`config.mk`:
```
export PLATFORM = sky130hd
export DESIGN_NAME = tick_compare_timer
export DESIGN_NICKNAME = d
export VERILOG_FILES = /design/src/rtl/tick_timer_pkg.sv /design/src/rtl/tick_rst_sync.sv /design/src/rtl/tick_count_core.sv /design/src/rtl/tick_compare.sv /design/src/rtl/tick_softint.sv /design/src/rtl/tick_compare_timer.sv
export SDC_FILE = /design/constraint.sdc
export NUM_CORES = 1
export LEC_CHECK = 0
export BUFFER_PORTS_ARGS = -buffer_cell sky130_fd_sc_hd__buf_2
export CAP_MARGIN = 0
export CORE_AREA = 10 10 156 158
export CTS_CLUSTER_DIAMETER = 40
export DETAILED_ROUTE_END_ITERATION = 10
export DIE_AREA = 0 0 166 168
export PLACE_DENSITY_LB_ADDON = 0.08
export RECOVER_POWER = 25
export SETUP_SLACK_MARGIN = 0.15
export SYNTH_ARGS = -nofsm -noshare
export SYNTH_HDL_FRONTEND = slang
export SYNTH_SLANG_ARGS = --single-unit
```
`constraint.sdc`:
```
create_clock -name clk -period 5.19 [get_ports clk]
set_clock_uncertainty 0.2 [all_clocks]
set_input_delay 0.7785 -clock clk [delete_from_list [all_inputs] [get_ports clk]]
set_output_delay 0.7785 -clock clk [all_outputs]
set_load 0.1 [all_outputs]
```
`src/rtl/tick_timer_pkg.sv`:
```
package tick_timer_pkg;
  typedef enum logic {
    SEL_COUNT = 1'b0,
    SEL_LIMIT = 1'b1
  } tick_sel_e;
endpackage

```
`src/rtl/tick_rst_sync.sv`:
```
module tick_rst_sync #(
  parameter int STAGES = 2
) (
  input  logic clk,
  input  logic rst_n,
  output logic rst_sync_n
);
  logic [STAGES-1:0] sync_q;
  logic [STAGES-1:0] sync_d;

  always_comb begin
    sync_d = {sync_q[STAGES-2:0], 1'b1};
  end

  always_ff @(posedge clk or negedge rst_n) begin
    if (!rst_n) sync_q <= '0;
    else        sync_q <= sync_d;
  end

  assign rst_sync_n = sync_q[STAGES-1];
endmodule

```
`src/rtl/tick_count_core.sv`:
```
module tick_count_core #(
  parameter int TICK_W = 64,
  localparam int CNT_W = TICK_W - 1
) (
  input  logic             clk,
  input  logic             rst_n,
  input  logic             tick_en,
  input  logic             cnt_wr,
  input  logic             ctl_wr,
  input  logic [TICK_W-1:0] wr_data,
  output logic [CNT_W-1:0] cnt_q,
  output logic             dis_q
);
  localparam logic [CNT_W-1:0] ONE_C = CNT_W'(1);
  localparam logic [CNT_W-1:0] MAX_C = '1;

  logic [CNT_W-1:0] cnt_d;
  logic             dis_d;

  // Next state: a count write beats a tick; any write updates the flag.
  always_comb begin
    cnt_d = cnt_q;
    dis_d = dis_q;
    if (cnt_wr)       cnt_d = wr_data[CNT_W-1:0];
    else if (tick_en) cnt_d = cnt_q + ONE_C;
    if (ctl_wr)       dis_d = wr_data[CNT_W];
  end

  always_ff @(posedge clk or negedge rst_n) begin
    if (!rst_n) begin
      cnt_q <= '0;
      dis_q <= 1'b1;
    end else begin
      cnt_q <= cnt_d;
      dis_q <= dis_d;
    end
  end

  a_r3_increment: assert property (@(posedge clk) disable iff (!rst_n)
    (tick_en && !cnt_wr && cnt_q != MAX_C) |=> cnt_q == $past(cnt_q) + ONE_C);

  a_r5_wrap: assert property (@(posedge clk) disable iff (!rst_n)
    (tick_en && !cnt_wr && cnt_q == MAX_C) |=> cnt_q == '0);

  a_r2_count_load: assert property (@(posedge clk) disable iff (!rst_n)
    cnt_wr |=> (cnt_q == $past(wr_data[CNT_W-1:0]) && dis_q == $past(wr_data[CNT_W])));
endmodule

```
`src/rtl/tick_compare.sv`:
```
module tick_compare #(
  parameter int TICK_W = 64,
  localparam int CNT_W = TICK_W - 1
) (
  input  logic             clk,
  input  logic             rst_n,
  input  logic             tick_en,
  input  logic             cnt_wr,
  input  logic             lim_wr,
  input  logic [TICK_W-1:0] wr_data,
  input  logic [CNT_W-1:0] cnt_q,
  input  logic             dis_q,
  output logic [CNT_W-1:0] lim_q,
  output logic             fire
);
  localparam logic [CNT_W-1:0] ONE_C = CNT_W'(1);

  logic [CNT_W-1:0] lim_d;
  logic             armed_q, armed_d;
  logic             late_q, late_d;
  logic [CNT_W-1:0] cnt_inc;
  logic [CNT_W-1:0] wr_val;
  logic             wr_ctl;
  logic             hit;

  assign wr_val  = wr_data[CNT_W-1:0];
  assign wr_ctl  = wr_data[CNT_W];
  assign cnt_inc = cnt_q + ONE_C;
  assign hit     = late_q || (cnt_inc == lim_q);

  // A match needs a plain tick cycle (no write), an armed enabled compare,
  // and either a pending late event or the count landing on the limit.
  assign fire = tick_en && !cnt_wr && !lim_wr && armed_q && !dis_q && hit;

  always_comb begin
    lim_d   = lim_q;
    armed_d = armed_q;
    late_d  = late_q;
    if (lim_wr) begin
      lim_d   = wr_val;
      armed_d = (wr_val != '0) && !wr_ctl;
      late_d  = (wr_val != '0) && !wr_ctl && (wr_val <= cnt_q);
    end else if (cnt_wr) begin
      late_d  = armed_q && (lim_q <= wr_val);
    end else if (fire) begin
      armed_d = 1'b0;
      late_d  = 1'b0;
    end
  end

  always_ff @(posedge clk or negedge rst_n) begin
    if (!rst_n) begin
      lim_q   <= '0;
      armed_q <= 1'b0;
      late_q  <= 1'b0;
    end else begin
      lim_q   <= lim_d;
      armed_q <= armed_d;
      late_q  <= late_d;
    end
  end

  a_r9_limit_load: assert property (@(posedge clk) disable iff (!rst_n)
    lim_wr |=> lim_q == $past(wr_val));

  a_r10_zero_unarmed: assert property (@(posedge clk) disable iff (!rst_n)
    (lim_wr && wr_val == '0) |=> !armed_q);

  a_r11_masked_limit_unarmed: assert property (@(posedge clk) disable iff (!rst_n)
    (lim_wr && wr_ctl) |=> !armed_q);

  a_r7_disarm_after_fire: assert property (@(posedge clk) disable iff (!rst_n)
    fire |=> !armed_q);
endmodule

```
`src/rtl/tick_softint.sv`:
```
module tick_softint (
  input  logic clk,
  input  logic rst_n,
  input  logic fire,
  input  logic soft_clr,
  output logic match_pulse,
  output logic soft_bit
);
  logic pulse_d, soft_d;

  // Set has priority over clear.
  always_comb begin
    pulse_d = fire;
    soft_d  = fire || (soft_bit && !soft_clr);
  end

  always_ff @(posedge clk or negedge rst_n) begin
    if (!rst_n) begin
      match_pulse <= 1'b0;
      soft_bit    <= 1'b0;
    end else begin
      match_pulse <= pulse_d;
      soft_bit    <= soft_d;
    end
  end

  a_r6_pulse_sets_soft: assert property (@(posedge clk) disable iff (!rst_n)
    match_pulse |-> soft_bit);

  a_r8_soft_sticky: assert property (@(posedge clk) disable iff (!rst_n)
    (soft_bit && !soft_clr) |=> soft_bit);
endmodule

```
`src/rtl/tick_compare_timer.sv`:
```
module tick_compare_timer #(
  parameter int TICK_W = 64
) (
  input  logic              clk,
  input  logic              rst_n,
  input  logic              tick_en,
  input  logic              wr_en,
  input  logic              wr_sel,
  input  logic [TICK_W-1:0] wr_data,
  input  logic              rd_sel,
  output logic [TICK_W-1:0] rd_data,
  input  logic              soft_clr,
  output logic              match_pulse,
  output logic              soft_bit
);
  import tick_timer_pkg::*;
  localparam int CNT_W = TICK_W - 1;

  logic             rst_sync_n;
  logic             cnt_wr, lim_wr;
  logic [CNT_W-1:0] cnt_q, lim_q;
  logic             dis_q;
  logic             fire;

  assign cnt_wr = wr_en && (tick_sel_e'(wr_sel) == SEL_COUNT);
  assign lim_wr = wr_en && (tick_sel_e'(wr_sel) == SEL_LIMIT);

  tick_rst_sync #(.STAGES(2)) u_rst (
    .clk(clk), .rst_n(rst_n), .rst_sync_n(rst_sync_n));

  tick_count_core #(.TICK_W(TICK_W)) u_core (
    .clk(clk), .rst_n(rst_sync_n), .tick_en(tick_en),
    .cnt_wr(cnt_wr), .ctl_wr(wr_en), .wr_data(wr_data),
    .cnt_q(cnt_q), .dis_q(dis_q));

  tick_compare #(.TICK_W(TICK_W)) u_cmp (
    .clk(clk), .rst_n(rst_sync_n), .tick_en(tick_en),
    .cnt_wr(cnt_wr), .lim_wr(lim_wr), .wr_data(wr_data),
    .cnt_q(cnt_q), .dis_q(dis_q), .lim_q(lim_q), .fire(fire));

  tick_softint u_soft (
    .clk(clk), .rst_n(rst_sync_n), .fire(fire), .soft_clr(soft_clr),
    .match_pulse(match_pulse), .soft_bit(soft_bit));

  always_comb begin
    if (tick_sel_e'(rd_sel) == SEL_LIMIT) rd_data = {dis_q, lim_q};
    else                                  rd_data = {dis_q, cnt_q};
  end

  a_r11_no_match_when_disabled: assert property (@(posedge clk) disable iff (!rst_sync_n)
    match_pulse |-> !$past(dis_q));

  a_r7_single_pulse: assert property (@(posedge clk) disable iff (!rst_sync_n)
    match_pulse |=> !match_pulse);
endmodule

```
==> impl_results.md, run 1 <==
* Net switching power at approximately 2.2 mW
* H-tree depth at 4
* Mapped Cells at between 1500 and 2000
* Seq/Total Area, Yosys at 26.3%
* CTS Sinks at roughly 130
* Input/output buffers at approximately 140
* Power Total at 4.71 mW
* Number of synthesized flops with an enable pin at 0
* Synth cell types at between 70 and 80
* Final nets at roughly 1900
* Total wire length at 50.0 mm
* Switching share of power at 47.6%
* Static leakage at 6.16 nW
* Reg clk slew, reported paths at roughly 70 ps
* Post-synth top area share at 26.1%
* Critical-path maximum fanout at 4
* Initial Util at 59.1%
* Largest cells by area after synthesis: dfrtp_1, ha_1, xnor2_1
* Fin crit share at 93.8%
* Mapped Avg Cell Area at 7.69 sq um
* Yosys warnings at 0
* 1st-iter DRT viols at around 1500
* Via count at approximately 13000
* Largest net degree at the start of global routing at 127
* CTS root buffer: clkbuf_16
* Req. time, crit path at 5310 ps
* Insertion delay of the later-clocked pin in the worst-skew pair at approximately 450 ps
* Synth async-reset ratio at 100%
* Syn-to-layout area delta at 11.1%
* Post-CTS sizing at 0
* Final Worst Setup Slack at 321 ps
* Relative slew slack at -87.9%
* WP data arrival at approximately 5000 ps
* First-pass GRT wire length at roughly 77 mm
* Sequential share of power at 30.6%
* Share of layout cells above drive strength 1 at roughly an eighth
* Routed Antenna Nets at 0
* RSZ-0062 raised after global routing: false
* Failing checks: max-capacitance violations, max-slew violations
* Power share of the clock group at 26.4%
* Final setup viols at 0
* Gpl congestion at 1.06
* Worst-case clock buffer depth at 2
* DRT Pass-1 Iters at 5
* P per Cell Area at 335 nW/um^2
* Post-DP HPWL at roughly 40 mm
* Mapped cell area at about 13000 sq um
* Final min period at between 4000 and 5000 ps
* Vias in the first global route at 13000
* Hold Vio Cnt, Final at 0
* Mapped Nets at 1844
* Initial antenna violation count at 1
* Logic pwr share at 42.9%
* Worst hold slack at 174 ps
* Crit end category: flop
* Final TNS setup at 0 ps
* Worst IR Drop VDD at approximately 0.21 mV
* CTS tree: done
* Worst hold path type: reg2reg
* Io pins at 137
* Critical path class: in2reg
* WL/cell at ~25 microns
* Slew Viols, Final at 64
* Die area at between 20000 and 30000 sq um
* Vias per cell at 6.44
* GRT overflow at 0
* Placement Setup Slack at 85.1 ps
* Flops & latches, synth at 133
* Die height at 168 microns
* Core region area at 21400 sq um
* Leading area contributor after synthesis: dfrtp_1
* Measured slew at the worst slew-check pin at 2820 ps
* Pint at 2.47 mW
* Synth Flop Type: dfrtp_1
* Max-cap violations at 1
* Die W at 166 microns
* Max Freq at about 210 MHz
* Core Rows at 54
* Fillcell total at roughly 1800
* Status: complete, but fails checks
* Ant. Diodes at 0
* GRT Overall Usage at 35.0%
* Critical Path Start Type: primary input
* Clock buffer count from CTS at 17
* Remaining DRCs at 0
power by group through the flow:
| stage | clock [mW] | combinational [mW] | sequential [mW] |
|---|---|---|---|
| 6_report | 1.25 | 2.02 | 1.44 |
| 4_1_cts | 1.23 | 2.00 | 1.43 |
| 3_5_place_dp | 0 | 1.98 | 1.45 |
| 2_1_floorplan | 0 | 1.54 | 1.34 |
| 3_3_place_gp | 0 | 1.95 | 1.44 |
| 5_1_grt | 1.28 | 2.17 | 1.46 |
critical path, cell delays in order:
cell	delay [ps]
buf_2	200
inv_1	100
ha_1	310
nand4_1	130
nor4_1	910
nand3_1	540
or3_1	660
nor3_1	660
o21ai_0	370
o2111ai_1	200
nand4_1	100
path summary, 6_finish.rpt:
| kind | start | to | slack (ps) | cells after the start |
|---|---|---|---|---|
| min in group asynchronous | rst_n | u_rst.sync_q[1]$_DFF_PN0_ | 470 | 2 |
| setup reg to reg | u_cmp.lim_q[62]$_DFFE_PN0P_ | u_cmp.late_q$_DFFE_PN0P_ | 440 | 9 |
| hold reg to reg | u_rst.sync_q[0]$_DFF_PN0_ | u_rst.sync_q[1]$_DFF_PN0_ | 170 | 0 |
| setup / recovery | wr_data[55] | u_cmp.late_q$_DFFE_PN0P_ | 320 | 11 |
| hold / removal | u_rst.sync_q[0]$_DFF_PN0_ | u_rst.sync_q[1]$_DFF_PN0_ | 170 | 0 |
| max in group asynchronous | u_rst.sync_q[1]$_DFF_PN0_ | u_core.cnt_q[41]$_DFFE_PN0P_ | 2160 | 0 |
flip-flops by register name (all words and copies together), names as in the netlist:
| signal | flops |
|---|---|
| u_soft.soft_bit | 1 |
| u_cmp.late_q | 1 |
| u_core.cnt_q | 63 |
| u_cmp.armed_q | 1 |
| u_cmp.lim_q | 63 |
| u_core.dis_q | 1 |
| u_rst.sync_q | 2 |
| u_soft.match_pulse | 1 |
cells in the final DEF, fill, tap and decap left out, types with 5 or more instances in the layout:
master / Yosys / final
nand2_1: 242 / 241
or4_1: 6 / 6
buf_2: 22 / 133
nor2_1: 70 / 70
a21oi_1: 49 / 49
xor2_1: 32 / 32
and4_1: 12 / 12
a21o_1: 40 / 40
a211oi_1: 6 / 6
nor4_1: 51 / 49
inv_1: 130 / 130
o21ai_0: 219 / 219
nor4_2: 3 / 5
nand3_1: 56 / 56
dfrtp_1: 132 / 132
nand2b_1: 9 / 9
clkbuf_1: 47 / 5
ha_1: 127 / 127
or2_2: 7 / 7
nor2b_1: 9 / 8
nand4_1: 82 / 82
and3_1: 9 / 9
xnor2_1: 126 / 126
buf_4: 4 / 14
nor3_1: 43 / 43
clkbuf_16: 0 / 17
o31ai_1: 5 / 5
o211ai_1: 9 / 9
or3_1: 7 / 7
final cells by class:
| type | count | area (sq um) | area share, % |
|---|---|---|---|
| timing repair buffer | 151 | 808 | 5.75 |
| clock buffer | 20 | 437 | 3.11 |
| sequential | 133 | 3330 | 23.7 |
| inverter | 131 | 492 | 3.50 |
| tap | 280 | 350 | 2.49 |
| clock inverter | 12 | 133 | 0.944 |
| multi-input combinational | 1301 | 8510 | 60.5 |
repair_timing:
item / in CTS / in global routing
hold buffers: 1 / 0
setup buffers: 0 / 0
hold endpoints to repair: 2 / 0
metal layers:
| layer | vias to the layer above | GRT usage (%) | wire length (microns) |
|---|---|---|---|
| met3 | 152 | 5.49 | 3590 |
| met2 | 669 | 57.6 | 23400 |
| met1 | 6215 | 43.6 | 20200 |
| li1 | 6028 | - | - |
| met4 | 2 | 17.8 | 2770 |
| met5 | - | 0 | 13 |
per-stage QoR:
stage | area [sq um] | cells | util (%)
6_report | 14100 | 2028 | 65.6
5_1_grt | 14100 | 2028 | 65.6
3_3_place_gp | 13500 | 1995 | 63.0
3_5_place_dp | 13500 | 1995 | 63.0
4_1_cts | 14100 | 2028 | 65.7
2_1_floorplan | 12700 | 1646 | -
cell usage after synthesis (all sizes together) (49+ instances only):
library cell and number:
nor4 58, inv 130, nand3 57, nor2 70, clkbuf 49, a21oi 49, o21ai 220, nand2 242
dfrtp 132, xnor2 126, ha 127, nand4 86
kinds of logic after synthesis:
group                      synth area share, %
AOI/OAI and AO/OA                         16.6
xor gates and xnor gates                  10.9
adders and majority gates                 12.6
buffers and inverters                     6.70
DFF                                       26.3
muxes                                    0.346
other                                   0.0296
and+or+nand+nor                           26.5
Note: power is estimated with default switching activity, not from simulation.
==> inputs of run 2 (changes only) <==
==> constraint.sdc (replaced) <==
create_clock -name clk -period 5.4 [get_ports clk]
set_clock_uncertainty 0.2 [all_clocks]
set_input_delay 0.81 -clock clk [delete_from_list [all_inputs] [get_ports clk]]
set_output_delay 0.81 -clock clk [all_outputs]
set_load 0.1 [all_outputs]
==> run 2 against run 1 <==
- the run still ends with max-capacitance violations, max-slew violations left
- critical path depth did not move
- via count is the same
- clock power is essentially flat
- non-clock buffer count down 3
- setup slack improved by 320 ps
- final area is 0.12% lower
- wire length is 1.7% lower
- critical path type unchanged
- critical endpoint unchanged
==> impl_results.md, run 2 (synthesis results as in run 1) <==
* Status: complete, but fails checks
* Failing checks: max-capacitance violations, max-slew violations
* Worst IR Drop VDD at approximately 0.22 mV
* Commonest non-fill, non-tap cell in the layout: nand2_1
* GRT Overall Usage at 34.5%
* Most frequent cells in the layout: nand2_1, o21ai_0, buf_2
* Core region area at between 20000 and 25000 sq um
* Remaining DRCs at 0
* Final nets at 1930
* Vias in the first global route at 13100
* Final TNS setup at 0 ps
* Hold Vio Cnt, Final at 0
* Static leakage at about 6.2 nW
* Worst path buffer plus inverter count at 2
* Non-filler cells, final at 2025
* Placed cells at 1992
* Crit-path most repeated cell: nand4_1
* RSZ-0062 raised after global routing: false
* Initial antenna violation count at 1
* Die W at 166 microns
* Critical path class: in2reg
* CTS Sinks at approximately 130
* Core Rows at 54
* Post-CTS sizing at 0
* Fillcell total at 1906
* Insertion delay of the later-clocked pin in the worst-skew pair at about 440 ps
* Via count at 13100
* DRT Pass-1 Iters at 5
* Vias per cell at between 6 and 7
* Critical-path top delay cell: nor4_1
* Max Freq at 210 MHz
* Min-Delay Path Depth at 0
* Worst-case clock buffer depth at 2
* Reg clk slew, reported paths at 70 ps
* Max-cap violations at 1
* Syn-to-layout area delta at 10.9%
* Critical-path maximum fanout at 4
* Cell count of the worst reg-to-reg path at 9
* Largest net degree at the start of global routing at 127
* Req. time, crit path at 5500 ps
* Input/output buffers at 136
* Slowest stage delay, CP at about 990 ps
* Gpl congestion at roughly 1.1
* Initial Util at 59.1%
* Measured slew at the worst slew-check pin at about 2900 ps
* Post-DP HPWL at 38.8 mm
* Routed Antenna Nets at 0
* Final core utilization at 65.5%
* CTS root buffer: clkbuf_16
* H-tree depth at 4
* WP data arrival at just under 5000 ps
* Slew Viols, Final at 67
* Relative slew slack at -91.5%
* CP top delay family: simple AND/OR/NAND/NOR gates
* Biggest regs: u_cmp.lim_q: 63 flops, u_core.cnt_q: 63 flops, u_rst.sync_q: 2 flops
* Critical Path Start Type: primary input
* WL/cell at between 20 and 25 microns
* Crit end category: flop
* CTS tree: done
* GRT overflow at 0
* Die height at approximately 170 microns
* Worst path cell trace: buf_2, inv_1, ha_1, nand4_1, nor4_1, nand3_1, or3_1, nor3_1, o21ai_0, o2111ai_1, nand4_1
* 1st-iter DRT viols at 1514
* Fin crit share at 88.2%
* Io pins at 137
* Die area at approximately 28000 sq um
* Seq. cell area at 3330 sq um
* Ant. Diodes at 0
* Share of layout cells above drive strength 1 at 12.2%
* Worst hold path type: reg2reg
* First-pass GRT wire length at about 77 mm
* Final setup viols at 0
* Total wire length at 49.2 mm
* P per Cell Area at 323 nW/um^2
* Critical path depth at 11
* Clock buffer count from CTS at 17
* Multi-input logic area at 8510 sq um
* Final min period at approximately 4800 ps
run 2: cell count changes in the layout (fill, tap and decap cells not counted):
cell,delta
buf_12,-1
buf_4,-3
clkbuf_1,-1
clkbuf_8,+1
clkinv_2,-1
clkinv_4,-1
inv_6,+2
inv_8,+1
run 2: per-stage QoR:
step / instance area, sq um / setup WS (ps) / hold WS [ps] / total power, mW
after floorplan: 12700 / 898 / 131 / 2.76
after global placement: 13400 / 570 / 143 / 3.24
after detailed placement: 13400 / 468 / 136 / 3.28
after CTS: 14000 / 868 / 163 / 4.49
after global routing: 14000 / 691 / 178 / 4.74
final: 14000 / 636 / 157 / 4.54
run 2: area by class of cell:
cell class / instances / area share [%]
clock inverters: 13 / 1.05
inverters: 131 / 3.50
repair buffers: 148 / 5.48
well taps: 280 / 2.50
clock buffers: 19 / 3.16
multi-input cells: 1301 / 60.6
flip-flops and latches: 133 / 23.7
run 2: worst paths after layout:
path	start	endpoint	slack [ps]
worst min-delay path	u_rst.sync_q[0]$_DFF_PN0_	u_rst.sync_q[1]$_DFF_PN0_	160
worst min register to register	u_rst.sync_q[0]$_DFF_PN0_	u_rst.sync_q[1]$_DFF_PN0_	160
worst max register to register	u_cmp.lim_q[62]$_DFFE_PN0P_	u_cmp.late_q$_DFFE_PN0P_	770
min in group asynchronous	rst_n	u_rst.sync_q[1]$_DFF_PN0_	480
worst max-delay path	wr_data[62]	u_cmp.late_q$_DFFE_PN0P_	640
max in group asynchronous	u_rst.sync_q[1]$_DFF_PN0_	u_cmp.lim_q[51]$_DFFE_PN0P_	1960
run 2: per-layer routing:
metal	part of all wire (%)	wire length [microns]	GRT usage (%)
met4	5.1	2510	16.8
met2	46	22700	55.9
met5	0.024	12	0
met3	8.1	3990	7.15
met1	41	20000	43.0
run 2: worst reg2reg max path, cell delays in order, from the launching register on:
cell       delay [ps]
dfrtp_1           430
ha_1              370
nand4_1           200
nor4_1            990
nand3_1           510
or3_1             590
nor3_1            630
o21ai_0           260
o2111ai_1         180
nand4_1           120
run 2: repair_timing:
item / CTS / global route
hold buffers: 1 / 0
setup buffers: 0 / 0
endpoints found under the hold margin: 2 / 0
run 2: power by group:
group	internal, mW	total (mW)	switching (mW)
clock	0.700	1.23	0.527
sequential	1.13	1.39	0.258
combinational	0.563	1.93	1.37
total	2.39	4.54	2.15
